**config.mk**
```make
export PLATFORM = sky130hd
export DESIGN_NAME = hitReadoutSerializer
export DESIGN_NICKNAME = d
export VERILOG_FILES = /design/src/rtl/hitReadoutPkg.sv /design/src/rtl/grayTimer.sv /design/src/rtl/hitDatapath.sv /design/src/rtl/hitSequencer.sv /design/src/rtl/hitReadoutSerializer.sv
export SDC_FILE = /design/constraint.sdc
export NUM_CORES = 1
export LEC_CHECK = 0
export BUFFER_PORTS_ARGS = -buffer_cell sky130_fd_sc_hd__buf_4
export CAP_MARGIN = 20
export CORE_MARGIN = 4
export CORE_UTILIZATION = 40
export CTS_CLUSTER_SIZE = 24
export DETAILED_ROUTE_END_ITERATION = 7
export GPL_ROUTABILITY_DRIVEN = 0
export HOLD_SLACK_MARGIN = 0.03
export REMOVE_ABC_BUFFERS = 1
export SLEW_MARGIN = 0
export SYNTH_ARGS = -nofsm -noshare
export SYNTH_HDL_FRONTEND = slang
export SYNTH_HIERARCHICAL = 1
export SYNTH_SLANG_ARGS = --single-unit
```
**constraint.sdc**
```tcl
create_clock -name clk -period 5.3 [get_ports clk]
set_input_delay 1.06 -clock clk [delete_from_list [all_inputs] [get_ports clk]]
set_output_delay 1.06 -clock clk [all_outputs]
set_load 0.005 [all_outputs]
```
**src/rtl/hitReadoutPkg.sv**
```systemverilog
package hitReadoutPkg;

  typedef enum logic [1:0] {
    SEQ_IDLE,
    SEQ_LOAD,
    SEQ_SHIFT,
    SEQ_DONE
  } seqState_t;

  // strobes from the sequencer to the datapath
  typedef struct packed {
    logic busy;
    logic loadRec;
    logic shiftEn;
    logic clearHits;
  } seqStrobe_t;

endpackage

```
**src/rtl/grayTimer.sv**
```systemverilog
module grayTimer #(
  parameter int CT_W     = 24,
  parameter int TICK_DIV = 4
) (
  input  logic            clk,
  input  logic            rstN,
  input  logic            acqStart,
  output logic [CT_W-1:0] grayVal,
  output logic            wrapSeen
);
  localparam int DIV_W = (TICK_DIV > 1) ? $clog2(TICK_DIV) : 1;

  logic [DIV_W-1:0] divCnt;
  logic [CT_W-1:0]  binCnt;
  logic             tick;

  assign tick = (divCnt == DIV_W'(TICK_DIV - 1));

  always_ff @(posedge clk) begin
    if (!rstN) begin
      divCnt   <= '0;
      binCnt   <= '0;
      wrapSeen <= 1'b0;
    end else begin
      divCnt <= tick ? '0 : divCnt + 1'b1;
      if (tick) binCnt <= binCnt + 1'b1;
      if (acqStart)               wrapSeen <= 1'b0;
      else if (tick && &binCnt)   wrapSeen <= 1'b1;
    end
  end

  assign grayVal = binCnt ^ (binCnt >> 1);

  // consecutive Gray values differ in at most one bit
  a_r5_gray_single_step: assert property (@(posedge clk) disable iff (!rstN)
    1'b1 |=> ($countones(grayVal ^ $past(grayVal)) <= 1));

endmodule

```
**src/rtl/hitDatapath.sv**
```systemverilog
module hitDatapath
  import hitReadoutPkg::*;
#(
  parameter int NUM_CH = 16,
  parameter int CH_W   = 4,
  parameter int CT_W   = 24,
  parameter int ADC_W  = 10,
  parameter int REC_W  = 51
) (
  input  logic              clk,
  input  logic              rstN,
  input  logic              acqStart,
  input  logic [NUM_CH-1:0] trigIn,
  input  logic              convWrEn,
  input  logic [CH_W-1:0]   convCh,
  input  logic [ADC_W-1:0]  convCharge,
  input  logic              convGainSel,
  input  logic [ADC_W-1:0]  convFine,
  input  logic              convRampSel,
  input  logic [CT_W-1:0]   grayVal,
  input  logic              wrapSeen,
  input  seqStrobe_t        strobe,
  input  logic [CH_W-1:0]   chSel,
  output logic [NUM_CH-1:0] hitFlags,
  output logic              serData
);
  localparam int CT_F   = CT_W + 1;
  localparam int MEAS_W = 2 * (ADC_W + 1);

  logic [NUM_CH-1:0] trigPrev;
  logic [NUM_CH-1:0] captVec;
  logic [CT_F-1:0]   coarseMem [NUM_CH];
  logic [MEAS_W-1:0] measMem   [NUM_CH];
  logic [REC_W-1:0]  shiftReg;

  assign captVec = trigIn & ~trigPrev & ~hitFlags & {NUM_CH{~strobe.busy}};

  always_ff @(posedge clk) begin
    if (!rstN) trigPrev <= '0;
    else       trigPrev <= trigIn;
  end

  // hit flags and coarse capture
  always_ff @(posedge clk) begin
    if (!rstN) begin
      hitFlags <= '0;
      for (int i = 0; i < NUM_CH; i++) coarseMem[i] <= '0;
    end else begin
      for (int i = 0; i < NUM_CH; i++) begin
        if (acqStart || strobe.clearHits) begin
          hitFlags[i] <= 1'b0;
        end else if (captVec[i]) begin
          hitFlags[i]  <= 1'b1;
          coarseMem[i] <= {wrapSeen, grayVal};
        end
      end
    end
  end

  // conversion record store
  always_ff @(posedge clk) begin
    if (!rstN) begin
      for (int i = 0; i < NUM_CH; i++) measMem[i] <= '0;
    end else if (convWrEn) begin
      for (int i = 0; i < NUM_CH; i++)
        if (convCh == CH_W'(i))
          measMem[i] <= {convGainSel, convCharge, convRampSel, convFine};
    end
  end

  // output shifter
  always_ff @(posedge clk) begin
    if (!rstN)               shiftReg <= '0;
    else if (strobe.loadRec) shiftReg <= {chSel, coarseMem[chSel], measMem[chSel]};
    else if (strobe.shiftEn) shiftReg <= {shiftReg[REC_W-2:0], 1'b0};
  end

  assign serData = shiftReg[REC_W-1];

  // the sequencer only loads channels that are flagged as hit
  a_r2_load_hit_only: assert property (@(posedge clk) disable iff (!rstN)
    strobe.loadRec |-> hitFlags[chSel]);

  // a captured coarse time is held while the channel stays hit
  for (genvar g = 0; g < NUM_CH; g++) begin : gHold
    a_r4_coarse_held: assert property (@(posedge clk) disable iff (!rstN)
      (hitFlags[g] && $past(hitFlags[g])) |-> $stable(coarseMem[g]));
  end

endmodule

```
**src/rtl/hitSequencer.sv**
```systemverilog
module hitSequencer
  import hitReadoutPkg::*;
#(
  parameter int NUM_CH     = 16,
  parameter int CH_W       = 4,
  parameter int REC_W      = 51,
  parameter int BUDGET_CYC = 1000
) (
  input  logic              clk,
  input  logic              rstN,
  input  logic              readReq,
  input  logic [NUM_CH-1:0] hitFlags,
  output seqStrobe_t        strobe,
  output logic [CH_W-1:0]   chSel,
  output logic              readDone
);
  localparam int BIT_W = $clog2(REC_W);
  localparam int CNT_W = $clog2(BUDGET_CYC + 2);

  seqState_t         state;
  logic [NUM_CH-1:0] pending;
  logic [BIT_W-1:0]  bitCnt;
  logic              lastBit;
  logic [CNT_W-1:0]  busyCnt;

  function automatic logic [CH_W-1:0] pickLowest(input logic [NUM_CH-1:0] m);
    logic [CH_W-1:0] r;
    r = '0;
    for (int i = NUM_CH - 1; i >= 0; i--)
      if (m[i]) r = CH_W'(i);
    return r;
  endfunction

  assign chSel   = pickLowest(pending);
  assign lastBit = (bitCnt == BIT_W'(REC_W - 1));

  always_comb begin
    strobe.busy      = (state != SEQ_IDLE);
    strobe.loadRec   = (state == SEQ_LOAD);
    strobe.shiftEn   = (state == SEQ_SHIFT);
    strobe.clearHits = (state == SEQ_DONE);
  end

  assign readDone = (state == SEQ_DONE);

  always_ff @(posedge clk) begin
    if (!rstN) begin
      state   <= SEQ_IDLE;
      pending <= '0;
      bitCnt  <= '0;
    end else begin
      case (state)
        SEQ_IDLE: if (readReq) begin
          if (|hitFlags) begin
            pending <= hitFlags;
            state   <= SEQ_LOAD;
          end else begin
            state <= SEQ_DONE;
          end
        end
        SEQ_LOAD: begin
          pending <= pending & ~(NUM_CH'(1) << chSel);
          bitCnt  <= '0;
          state   <= SEQ_SHIFT;
        end
        SEQ_SHIFT: begin
          if (lastBit) state <= (|pending) ? SEQ_LOAD : SEQ_DONE;
          else         bitCnt <= bitCnt + 1'b1;
        end
        default: state <= SEQ_IDLE;
      endcase
    end
  end

  // cycles spent in the current readout, for the budget check
  always_ff @(posedge clk) begin
    if (!rstN || state == SEQ_IDLE)                busyCnt <= '0;
    else if (busyCnt != CNT_W'(BUDGET_CYC + 1))    busyCnt <= busyCnt + 1'b1;
  end

  // a readout never exceeds the cycle budget
  a_r11_budget: assert property (@(posedge clk) disable iff (!rstN)
    busyCnt <= CNT_W'(BUDGET_CYC));

  // done is a single-cycle pulse
  a_r8_done_single: assert property (@(posedge clk) disable iff (!rstN)
    readDone |=> !readDone);

  // after done, the datapath reports no hit channel
  a_r10_hits_cleared: assert property (@(posedge clk) disable iff (!rstN)
    readDone |=> (hitFlags == '0));

  // a request in mid-record does not disturb the shift
  a_r9_req_ignored: assert property (@(posedge clk) disable iff (!rstN)
    (strobe.shiftEn && readReq && !lastBit) |=> strobe.shiftEn);

endmodule

```
**src/rtl/hitReadoutSerializer.sv**
```systemverilog
module hitReadoutSerializer
  import hitReadoutPkg::*;
#(
  parameter int NUM_CH     = 16,
  parameter int CT_W       = 24,
  parameter int ADC_W      = 10,
  parameter int TICK_DIV   = 4,
  parameter int BUDGET_CYC = 1000,
  localparam int CH_W      = $clog2(NUM_CH),
  localparam int REC_W     = CH_W + CT_W + 1 + 2 * (ADC_W + 1)
) (
  input  logic              clk,
  input  logic              rstN,
  input  logic              acqStart,
  input  logic [NUM_CH-1:0] trigIn,
  input  logic              convWrEn,
  input  logic [CH_W-1:0]   convCh,
  input  logic [ADC_W-1:0]  convCharge,
  input  logic              convGainSel,
  input  logic [ADC_W-1:0]  convFine,
  input  logic              convRampSel,
  input  logic              readReq,
  output logic              serData,
  output logic              serValid,
  output logic              readDone
);
  logic [CT_W-1:0]   grayVal;
  logic              wrapSeen;
  logic [NUM_CH-1:0] hitFlags;
  logic [CH_W-1:0]   chSel;
  seqStrobe_t        strobe;

  grayTimer #(.CT_W(CT_W), .TICK_DIV(TICK_DIV)) uTimer (
    .clk(clk), .rstN(rstN), .acqStart(acqStart),
    .grayVal(grayVal), .wrapSeen(wrapSeen)
  );

  hitDatapath #(
    .NUM_CH(NUM_CH), .CH_W(CH_W), .CT_W(CT_W), .ADC_W(ADC_W), .REC_W(REC_W)
  ) uPath (
    .clk(clk), .rstN(rstN), .acqStart(acqStart), .trigIn(trigIn),
    .convWrEn(convWrEn), .convCh(convCh), .convCharge(convCharge),
    .convGainSel(convGainSel), .convFine(convFine), .convRampSel(convRampSel),
    .grayVal(grayVal), .wrapSeen(wrapSeen), .strobe(strobe), .chSel(chSel),
    .hitFlags(hitFlags), .serData(serData)
  );

  hitSequencer #(
    .NUM_CH(NUM_CH), .CH_W(CH_W), .REC_W(REC_W), .BUDGET_CYC(BUDGET_CYC)
  ) uSeq (
    .clk(clk), .rstN(rstN), .readReq(readReq), .hitFlags(hitFlags),
    .strobe(strobe), .chSel(chSel), .readDone(readDone)
  );

  assign serValid = strobe.shiftEn;

endmodule

```
==> results of run 1 <==
-- through the flow --
| step | std cells | util (%) |
|---|---|---|
| 2_1_floorplan | 2368 | - |
| 3_3_place_gp | 3743 | 42.2 |
| 3_5_place_dp | 3744 | 42.2 |
| 4_1_cts | 3913 | 45.4 |
| 5_1_grt | 3914 | 45.4 |
| 6_report | 3914 | 45.4 |
-- final cells by class --
class / count / share of cell area (%)
clock buffers: 110 / 5.60
clock inverters: 59 / 1.48
inverters: 61 / 0.539
multi-input cells: 1421 / 26.8
flip-flops and latches: 886 / 59.5
well taps: 1254 / 3.69
repair buffers: 123 / 2.39
-- kinds of logic after synthesis --
family | after synthesis | share of synthesized area (%)
xor+xnor | 6 | 0.139
fa+ha+maj | 26 | 0.862
compound gates | 243 | 4.67
flops | 886 | 66.9
simple gates | 790 | 10.0
mux | 356 | 14.0
buf+inv | 271 | 3.36
-- worst paths after layout --
| check | start | cells after the start | endpoint |
|---|---|---|---|
| max reg2reg | uSeq/state[0] | 4 | uPath/coarseMem[6][11] |
| max | uSeq/state[0] | 4 | uPath/coarseMem[6][11] |
| min reg2reg | uTimer/divCnt[0] | 1 | uTimer/divCnt[0] |
| min | uTimer/divCnt[0] | 1 | uTimer/divCnt[0] |
-- layer usage --
| layer | up-vias | wire [um] | track usage [%] |
|---|---|---|---|
| met5 | - | 0 | 0 |
| met4 | 0 | 2640 | 5.30 |
| met3 | 173 | 6750 | 3.38 |
| met2 | 880 | 46900 | 32.0 |
| met1 | 11365 | 40500 | 26.7 |
| li1 | 9665 | - | - |
-- power by group through the flow --
stage,clock [mW],combinational [mW],sequential [mW]
after floorplan,0,2.99,8.47
after global placement,0,4.25,8.56
after detailed placement,0,4.31,8.59
after CTS,6.60,4.32,8.45
after global routing,6.90,4.56,8.49
final,6.46,4.29,8.45
-- worst register-to-register path, stage by stage, from the launching register on --
cell and delay (ns):
dfxtp_1 0.37, or2_1 0.50, or3_4 0.65, or3_2 0.84
nand2_1 0.89
-- placed cells by master (no fill, tap or decap), types with 6 or more instances in the layout --
cell type  instances
o21ai_0           43
dfxtp_1          134
mux2i_1          215
nand4_1           10
nand2_1          115
or3_2              6
a311oi_1          11
clkbuf_16         91
nor2_2            44
ha_1              26
o221ai_1          43
nor4_1            10
o21ai_1           13
nand2b_1          27
o31ai_1            7
mux4_2           138
nor2_4            33
inv_1             58
bufinv_16         12
a31oi_1           11
a221oi_1          43
or3_1             10
clkbuf_1          16
nand3_1           18
nor3b_1            6
o31ai_4            7
and2_1            20
a21oi_1           22
edfxtp_1         752
nor2_1           443
clkinv_2          24
o21a_1            17
clkinv_1          14
buf_4            115
-- sequential cells by signal (all words and copies together) (netlist names) --
signal and count:
uTimer/binCnt 24, uTimer/divCnt 2, uSeq/state 2, uSeq/bitCnt 6, uSeq/pending 16, uPath/shiftReg 51, uPath/hitFlags 16, uPath/coarseMem 400
uPath/trigPrev 16, uTimer/wrapSeen 1, uPath/measMem 352
==> out/metrics.yaml, run 1 <==
p_per_area_mw_per_mm2: 452
grt_usage_pct: 19.4
nFillCells: 8198
cts_setup_buffers: 0
place_area_mm2: 0.0394
synth-main-ff-cell: "edfxtp_1"
dr_total_vias: 22083
regArea_mm2: 0.0253
syn_to_final_growth_pct: 12.5
sw_frac_of_total_pct: 28.6
rows: 112
yosysWarnings: 6
critPathKind: "register to register"
hold_path_class: "register to register"
leakage_nw: 14.5
io_buffers: 49
maxSlewViolCount: 0
ir_drop_uv: 290
grt_max_degree: 105
die_area_mm2: 0.0993
viasPerCell: 5.64
fp.dieW_um: 315
clkTransAtPathRegs_ns: 0.06
final.setup_skew_ns: 0.0173
max-slew-margin-rel_pct: 25.3
h-tree-depth: 3
required_ns: 5.56
power_frac_seq_pct: 44.0
cts_buffers: 90
finalSetupTns_ns: 0
synth_top_area_share_pct: 59.8
grt_pass1_vias: 22274
tightest_slew_ns: 1.12
switchingPower_mw: 5.48
multi_input_area_mm2: 0.0114
cp_num_buf_inv: 0
place_ws_ns: 1.31
p_comb_share_pct: 22.4
cts_max_path_buffers: 3
hold_viol: 0
p_int_mw: 13.7
status: "complete, no violations"
drt_iter0_drc: 2163
grt_pass1_wl_um: 145000
synth.area.top_cells: "edfxtp_1, mux4_2, dfxtp_1"
cpMaxStageDelayCell: "nand2_1"
fmax_mhz: 275
setup_slack_ns: 1.67
power_mw: 19.2
ios: 50
start_kind: "register"
final_nets: 2656
synth_top_area_cell: "edfxtp_1"
cp.arrival_ns: 3.89
async_reset_ff_share_pct: 0
worstPathCellList: "or2_1 -> or3_4 -> or3_2 -> nand2_1"
fin_hold_ws_ns: 0.427
r2r_slack_ns: 1.67
yosysUniqueCellTypes: 73
cp_slowest_stage_delay_ns: 0.88
clk_root_buffer_cell: "clkbuf_16"
cp_max_fo: 26
ant_nets: 0
stdcell_area_mm2: 0.0425
antenna_found_initial: 1
post_cts_resized: 0
synth_area_mm2: 0.0377
drc: 0
period_minus_slack_ns: 3.63
wl_um: 96700
worstSkewPairLatency_ns: 0.66
setup_viol: 0
pwr-share-clk_pct: 33.6
clock-sinks: 886
initial_utilization_pct: 40.4
grt_overflow_total: 0
drive_above_1_share_pct: 19.6
cap_violations: 0
dr.pass1.iters: 7
core_area_mm2: 0.0935
yosysMostFrequentCell: "edfxtp_1"
rsz0062_at_grt: "no"
cts_hold_buf: 0
final.period_utilization_pct: 68.5
ys_ff_latch: 886
cpLargestDelayFamily: "simple AND/OR/NAND/NOR gates"
crit_path_end_kind: "register"
die_h_um: 315
synthCells: 2578
antennaDiodeCount: 0
avgSynthCellArea_um2: 14.6
ys_top_cells_by_count: "edfxtp_1, nor2_1, mux2i_1, mux4_2, dfxtp_1"
tritoncts: "built"
dp_hpwl_um: 58000
synth-edff-count: 752
yosysSeqAreaShare_pct: 66.9
routedWlPerCell_um: 24.7
(Power assumes the default switching activity.)
==> run 2, diff against run 1 <==
==> constraint.sdc (replaced) <==
create_clock -name clk -period 3.61 [get_ports clk]
set_input_delay 0.722 -clock clk [delete_from_list [all_inputs] [get_ports clk]]
set_output_delay 0.722 -clock clk [all_outputs]
set_load 0.005 [all_outputs]
==> out/metrics.yaml, run 2 (synthesis gave the netlist of run 1 again) <==
grt_usage_pct: 20.6  # +1.2 points
io_buffers: 49  # unchanged
use_met1_pct: 27.8  # +1.1 points
final_common_cell: "edfxtp_1"
p_int_mw: 20.9  # +52%
core_area_mm2: 0.0935  # unchanged
drc: 0  # unchanged
p_comb_share_pct: 22.6  # +0.2 points
critPathKind: "register to register"
crit_path_end_kind: "register"
hold_viol: 0  # unchanged
ios: 50  # unchanged
required_ns: 4.12  # -1.44 ns
dp_hpwl_um: 59000  # +1.8%
tightest_slew_ns: 0.853  # -0.267 ns
start_kind: "register"
hold_path_class: "input pin to register"
clk_root_buffer_cell: "clkbuf_16"
drive_above_1_share_pct: 20.8  # +1.1 points
hold_path_depth: 2  # +1
die_h_um: 315  # unchanged
antenna_found_initial: 1  # unchanged
final.period_utilization_pct: 84.7  # +16 points
multi_input_area_mm2: 0.0114  # about the same
initial_utilization_pct: 40.4  # unchanged
fin_cells: 3955  # +1.0%
fp.dieW_um: 315  # unchanged
grt_overflow_total: 0  # unchanged
rows: 112  # unchanged
worstSkewPairLatency_ns: 0.67  # about the same
cp_max_fo: 60  # +130%
dr.pass1.iters: 5  # -2
ir_drop_uv: 419  # +45%
place_ws_ns: 0.575  # -0.739 ns
dr_total_vias: 22675  # +2.7%
leakage_nw: 14.8  # +2.3%
p_per_area_mw_per_mm2: 677  # +50%
post_cts_resized: 0  # unchanged
cts_hold_buf: 0  # unchanged
place_area_mm2: 0.0399  # +1.1%
grt_use_met3_pct: 3.54  # +0.16 points
power_frac_seq_pct: 42.4  # -1.6 points
cp.arrival_ns: 3.57  # -0.32 ns
routedWlPerCell_um: 26.0  # +5.2%
nFillCells: 8105  # -1.1%
busiest_layer: "met2"
cts_max_path_buffers: 3  # unchanged
sw_frac_of_total_pct: 28.5  # -0.050 points
largest_register_ff_count: 400  # unchanged
final_nets: 2695  # +1.5%
clock-sinks: 886  # unchanged
reg.largest.list: "uPath/coarseMem (400), uPath/measMem (352), uPath/shiftReg (51)"
r2r_cells: 9  # +5
die_area_mm2: 0.0993  # unchanged
viasPerCell: 5.73  # +1.6%
finalSetupTns_ns: 0  # unchanged
clkTransAtPathRegs_ns: 0.06  # about the same
antennaDiodeCount: 0  # unchanged
cap_violations: 0  # unchanged
max-slew-margin-rel_pct: 43.1  # +18 points
drt_iter0_drc: 2489  # +15%
period_minus_slack_ns: 3.06  # -0.572 ns
switchingPower_mw: 8.34  # +52%
final.setup_skew_ns: 0.0324  # +0.0151 ns
ant_nets: 0  # unchanged
dpl.cell_count: 3781  # +0.99%
stdcell_area_mm2: 0.0432  # +1.7%
cts_buffers: 93  # +3.3%
syn_to_final_growth_pct: 14.4
grtUsageMet2_pct: 34.6  # +2.6 points
setup_viol: 0  # unchanged
fmax_mhz: 327  # +19%
grt_pass1_vias: 23000  # +3.3%
setup_slack_ns: 0.552  # -1.12 ns
pwr-share-clk_pct: 35.0  # +1.4 points
power_mw: 29.2  # +52%
cts_setup_buffers: 0  # unchanged
status: "complete, no violations"
rsz0062_at_grt: "no"
top_register: "uPath/coarseMem"
maxSlewViolCount: 0  # unchanged
final_cell_mix: "edfxtp_1, nor2_1, mux2i_1, buf_4, mux4_2"
grt_max_degree: 87  # -17%
tritoncts: "built"
wl_um: 103000  # +6.3%
h-tree-depth: 3  # unchanged
grt_pass1_wl_um: 151000  # +4.1%
regArea_mm2: 0.0253  # unchanged
-- run 2: cell count changes in the layout (fill, tap and decap cells not counted), sizes merged --
cell	previous run	this run
buf	123	159
bufinv	12	17
inv	64	61
clkbuf	110	112
clkinvlp	3	5
clkinv	41	40
-- run 2: worst max-delay path: stages, from the launching register on --
cell and delay (ns):
dfxtp_1 0.43, nor3b_1 0.09, a211o_1 0.29, a211o_1 0.34, a21oi_4 0.16, buf_12 0.18, buf_12 0.36, mux4_2 0.58
mux2i_1 0.18, o221ai_1 0.14
-- run 2: final cells by class --
| cell class | instances | share of cell area [%] |
|---|---|---|
| Sequential cell | 886 | 58.5 |
| Multi-Input combinational cell | 1421 | 26.4 |
| Clock buffer | 112 | 5.75 |
| Tap cell | 1254 | 3.63 |
| Timing Repair Buffer | 159 | 3.29 |
| Clock inverter | 62 | 1.93 |
| Inverter | 61 | 0.530 |
-- run 2: routing by layer --
metal  share of wire, %  wire length [um]  vias up
met5              0.013                13        -
met4                2.6              2650        2
met3                7.8              8010      194
met2                 49             50300     1032
met1                 41             41800    11703
li1                   -                 -     9744
-- run 2: through the flow --
step | util, % | hold WS (ns)
after floorplan | - | 0.404
after global placement | 42.7 | 0.414
after detailed placement | 42.7 | 0.416
after CTS | 46.2 | 0.236
after global routing | 46.2 | 0.247
final | 46.2 | 0.260
-- run 2: power by group through the flow --
| stage | registers (mW) | clock network, mW | logic [mW] |
|---|---|---|---|
| global route | 12.5 | 10.8 | 6.98 |
| finish | 12.4 | 10.2 | 6.61 |
| global placement | 12.6 | 0 | 6.57 |
| floorplan | 12.4 | 0 | 3.97 |
| detailed placement | 12.6 | 0 | 6.64 |
| CTS | 12.4 | 10.4 | 6.66 |
-- run 2: path summary, 6_finish.rpt --
kind	start	endpoint	slack [ns]
setup / recovery	uSeq/pending[5]	uPath/shiftReg[32]	0.55
hold / removal	trigIn[5]	uPath/trigPrev[5]	0.26
setup reg to reg	uSeq/pending[5]	uPath/shiftReg[32]	0.55
hold reg to reg	uTimer/divCnt[0]	uTimer/divCnt[0]	0.43
==> run 3, diff against run 2 <==
==> constraint.sdc (replaced) <==
create_clock -name clk -period 2.6 [get_ports clk]
set_input_delay 0.52 -clock clk [delete_from_list [all_inputs] [get_ports clk]]
set_output_delay 0.52 -clock clk [all_outputs]
set_load 0.005 [all_outputs]
==> out/metrics.yaml, run 3 (synthesis gave the netlist of run 1 again) <==
status: "finished, violations left"
violations: "setup timing"
cp_num_buf_inv: 4  # +2
dr.pass1.iters: 8  # +3
largest_register_ff_count: 400  # unchanged
ir_drop_uv: 543  # +30%
grt_usage_pct: 20.9  # +0.28 points
final_nets: 2825  # +4.8%
fmax_mhz: 357  # +9.1%
critPathKind: "register to register"
rsz0062_at_grt: "yes"
ios: 50  # unchanged
p_int_mw: 29.7  # +42%
core_area_mm2: 0.0935  # unchanged
setup_slack_ns: -0.203  # -0.755 ns
stdcell_area_mm2: 0.0448  # +3.8%
leakage_nw: 15.7  # +5.7%
cp_max_fo: 6  # -90%
wl_um: 104000  # +1.5%
clock-sinks: 886  # unchanged
pwr-share-clk_pct: 31.8  # -3.2 points
hold_path_class: "input pin to register"
worstPathCellList: "nand2b_4 -> a221o_1 -> a211o_1 -> a21oi_4 -> buf_12 -> buf_16 -> buf_12 -> buf_16 -> mux4_2 -> o21ai_1 -> o221ai_1"
dr_total_vias: 23204  # +2.3%
switchingPower_mw: 11.9  # +43%
tritoncts: "built"
fp.dieW_um: 315  # unchanged
grt_overflow_total: 0  # unchanged
period_minus_slack_ns: 2.80  # -0.255 ns
cts_buffers: 93  # unchanged
multi_input_area_mm2: 0.0116  # +1.5%
die_area_mm2: 0.0993  # unchanged
cts_max_path_buffers: 3  # unchanged
syn_to_final_growth_pct: 18.7
reg.largest.list: "uPath/coarseMem (400), uPath/measMem (352), uPath/shiftReg (51)"
start_kind: "register"
io_buffers: 49  # unchanged
clk_root_buffer_cell: "clkbuf_16"
final.setup_skew_ns: 0.0370  # +0.00464 ns
grt_pass1_vias: 23765  # +3.3%
cap_violations: 0  # unchanged
maxSlewViolCount: 0  # unchanged
final_common_cell: "edfxtp_1"
h-tree-depth: 3  # unchanged
antennaDiodeCount: 0  # unchanged
routedWlPerCell_um: 25.5  # -1.8%
drc: 0  # unchanged
p_per_area_mw_per_mm2: 929  # +37%
cpMaxStageDelayCell: "mux4_2"
required_ns: 3.09  # -1.03 ns
fin_cells: 4085  # +3.3%
setup_viol: 47  # +47
max-slew-margin-rel_pct: 53.0  # +9.9 points
drive_above_1_share_pct: 25.3  # +4.6 points
dpl.cell_count: 3875  # +2.5%
drt_iter0_drc: 2303  # -7.5%
top_register: "uPath/coarseMem"
tightest_slew_ns: 0.705  # -0.148 ns
worstSkewPairLatency_ns: 0.66  # about the same
nFillCells: 7993  # -1.4%
cp_slowest_stage_delay_ns: 0.49  # -0.09 ns
initial_utilization_pct: 40.4  # unchanged
grt_max_degree: 62  # -29%
final_cell_mix: "edfxtp_1, nor2_1, buf_4, mux2i_1, mux4_2"
viasPerCell: 5.68  # -0.92%
ant_nets: 0  # unchanged
power_frac_seq_pct: 41.3  # -1.1 points
grt_pass1_wl_um: 154000  # +2.4%
dp_hpwl_um: 60800  # +3.0%
antenna_found_initial: 0  # -1
place_area_mm2: 0.0411  # +3.0%
sw_frac_of_total_pct: 28.6  # +0.12 points
rows: 112  # unchanged
hold_viol: 0  # unchanged
regArea_mm2: 0.0253  # about the same
die_h_um: 315  # unchanged
crit_path_end_kind: "register"
clkTransAtPathRegs_ns: 0.06  # about the same
cpLargestDelayFamily: "compound AO/OA/AOI/OAI gates"
cp.arrival_ns: 3.29  # -0.28 ns
final.period_utilization_pct: 108  # +23 points
p_comb_share_pct: 26.9  # +4.3 points
## run 3: stage by stage
stage,hold slack (ns),utilization [%],TNS [ns],power (mW),worst slack (ns)
global route,0.0456,47.9,-10.98,43.2,-0.304
floorplan,0.404,-,-1177.04,22.2,-19.56
finish,0.0737,47.9,-5.89,41.6,-0.203
global placement,0.413,43.9,-7.43,27.4,-0.210
detailed placement,0.421,43.9,-7.45,27.6,-0.233
CTS,0.0373,47.8,-7.41,41.8,-0.218
## run 3: cell type report
class                      count  area share [%]
sequential                   886            56.4
timing repair buffer         289            7.01
multi-input combinational   1421            25.8
clock buffer                 125            5.69
inverter                      61           0.511
tap                         1254            3.50
clock inverter                49            1.13
## run 3: power groups by stage
stage          Sequential (mW)  Clock, mW  Combinational, mW
5_1_grt                   17.3       14.1               11.8
3_3_place_gp              17.4          0               10.0
4_1_cts                   17.2       13.5               11.1
6_report                  17.2       13.2               11.2
2_1_floorplan             17.2          0               4.92
3_5_place_dp              17.5          0               10.1
## run 3: path summary, 6_finish.rpt
check                                 startpoint                  to  slack [ns]  cells after the start
worst max register to register  uSeq/pending[14]  uPath/shiftReg[14]       -0.20                     11
worst min-delay path                   trigIn[2]   uPath/trigPrev[2]        0.07                      2
worst max-delay path            uSeq/pending[14]  uPath/shiftReg[14]       -0.20                     11
worst min register to register  uTimer/divCnt[0]    uTimer/divCnt[0]        0.43                      1
## run 3: layer usage
| layer | up-vias | share of wire [%] | wire, um | global-route usage [%] |
|---|---|---|---|---|
| li1 | 10030 | - | - | - |
| met1 | 11979 | 41 | 42500 | 27.9 |
| met2 | 1006 | 49 | 51500 | 35.5 |
| met3 | 189 | 6.9 | 7210 | 3.12 |
| met4 | 0 | 2.9 | 3050 | 6.01 |
| met5 | - | 0 | 0 | 0 |
## run 3: repair_timing
action,CTS,global route
hold buffers,0,0
endpoints found under the setup margin,47,47
setup buffers,28,5
resized for setup,49,41
pin swaps,13,12
gates cloned,6,0
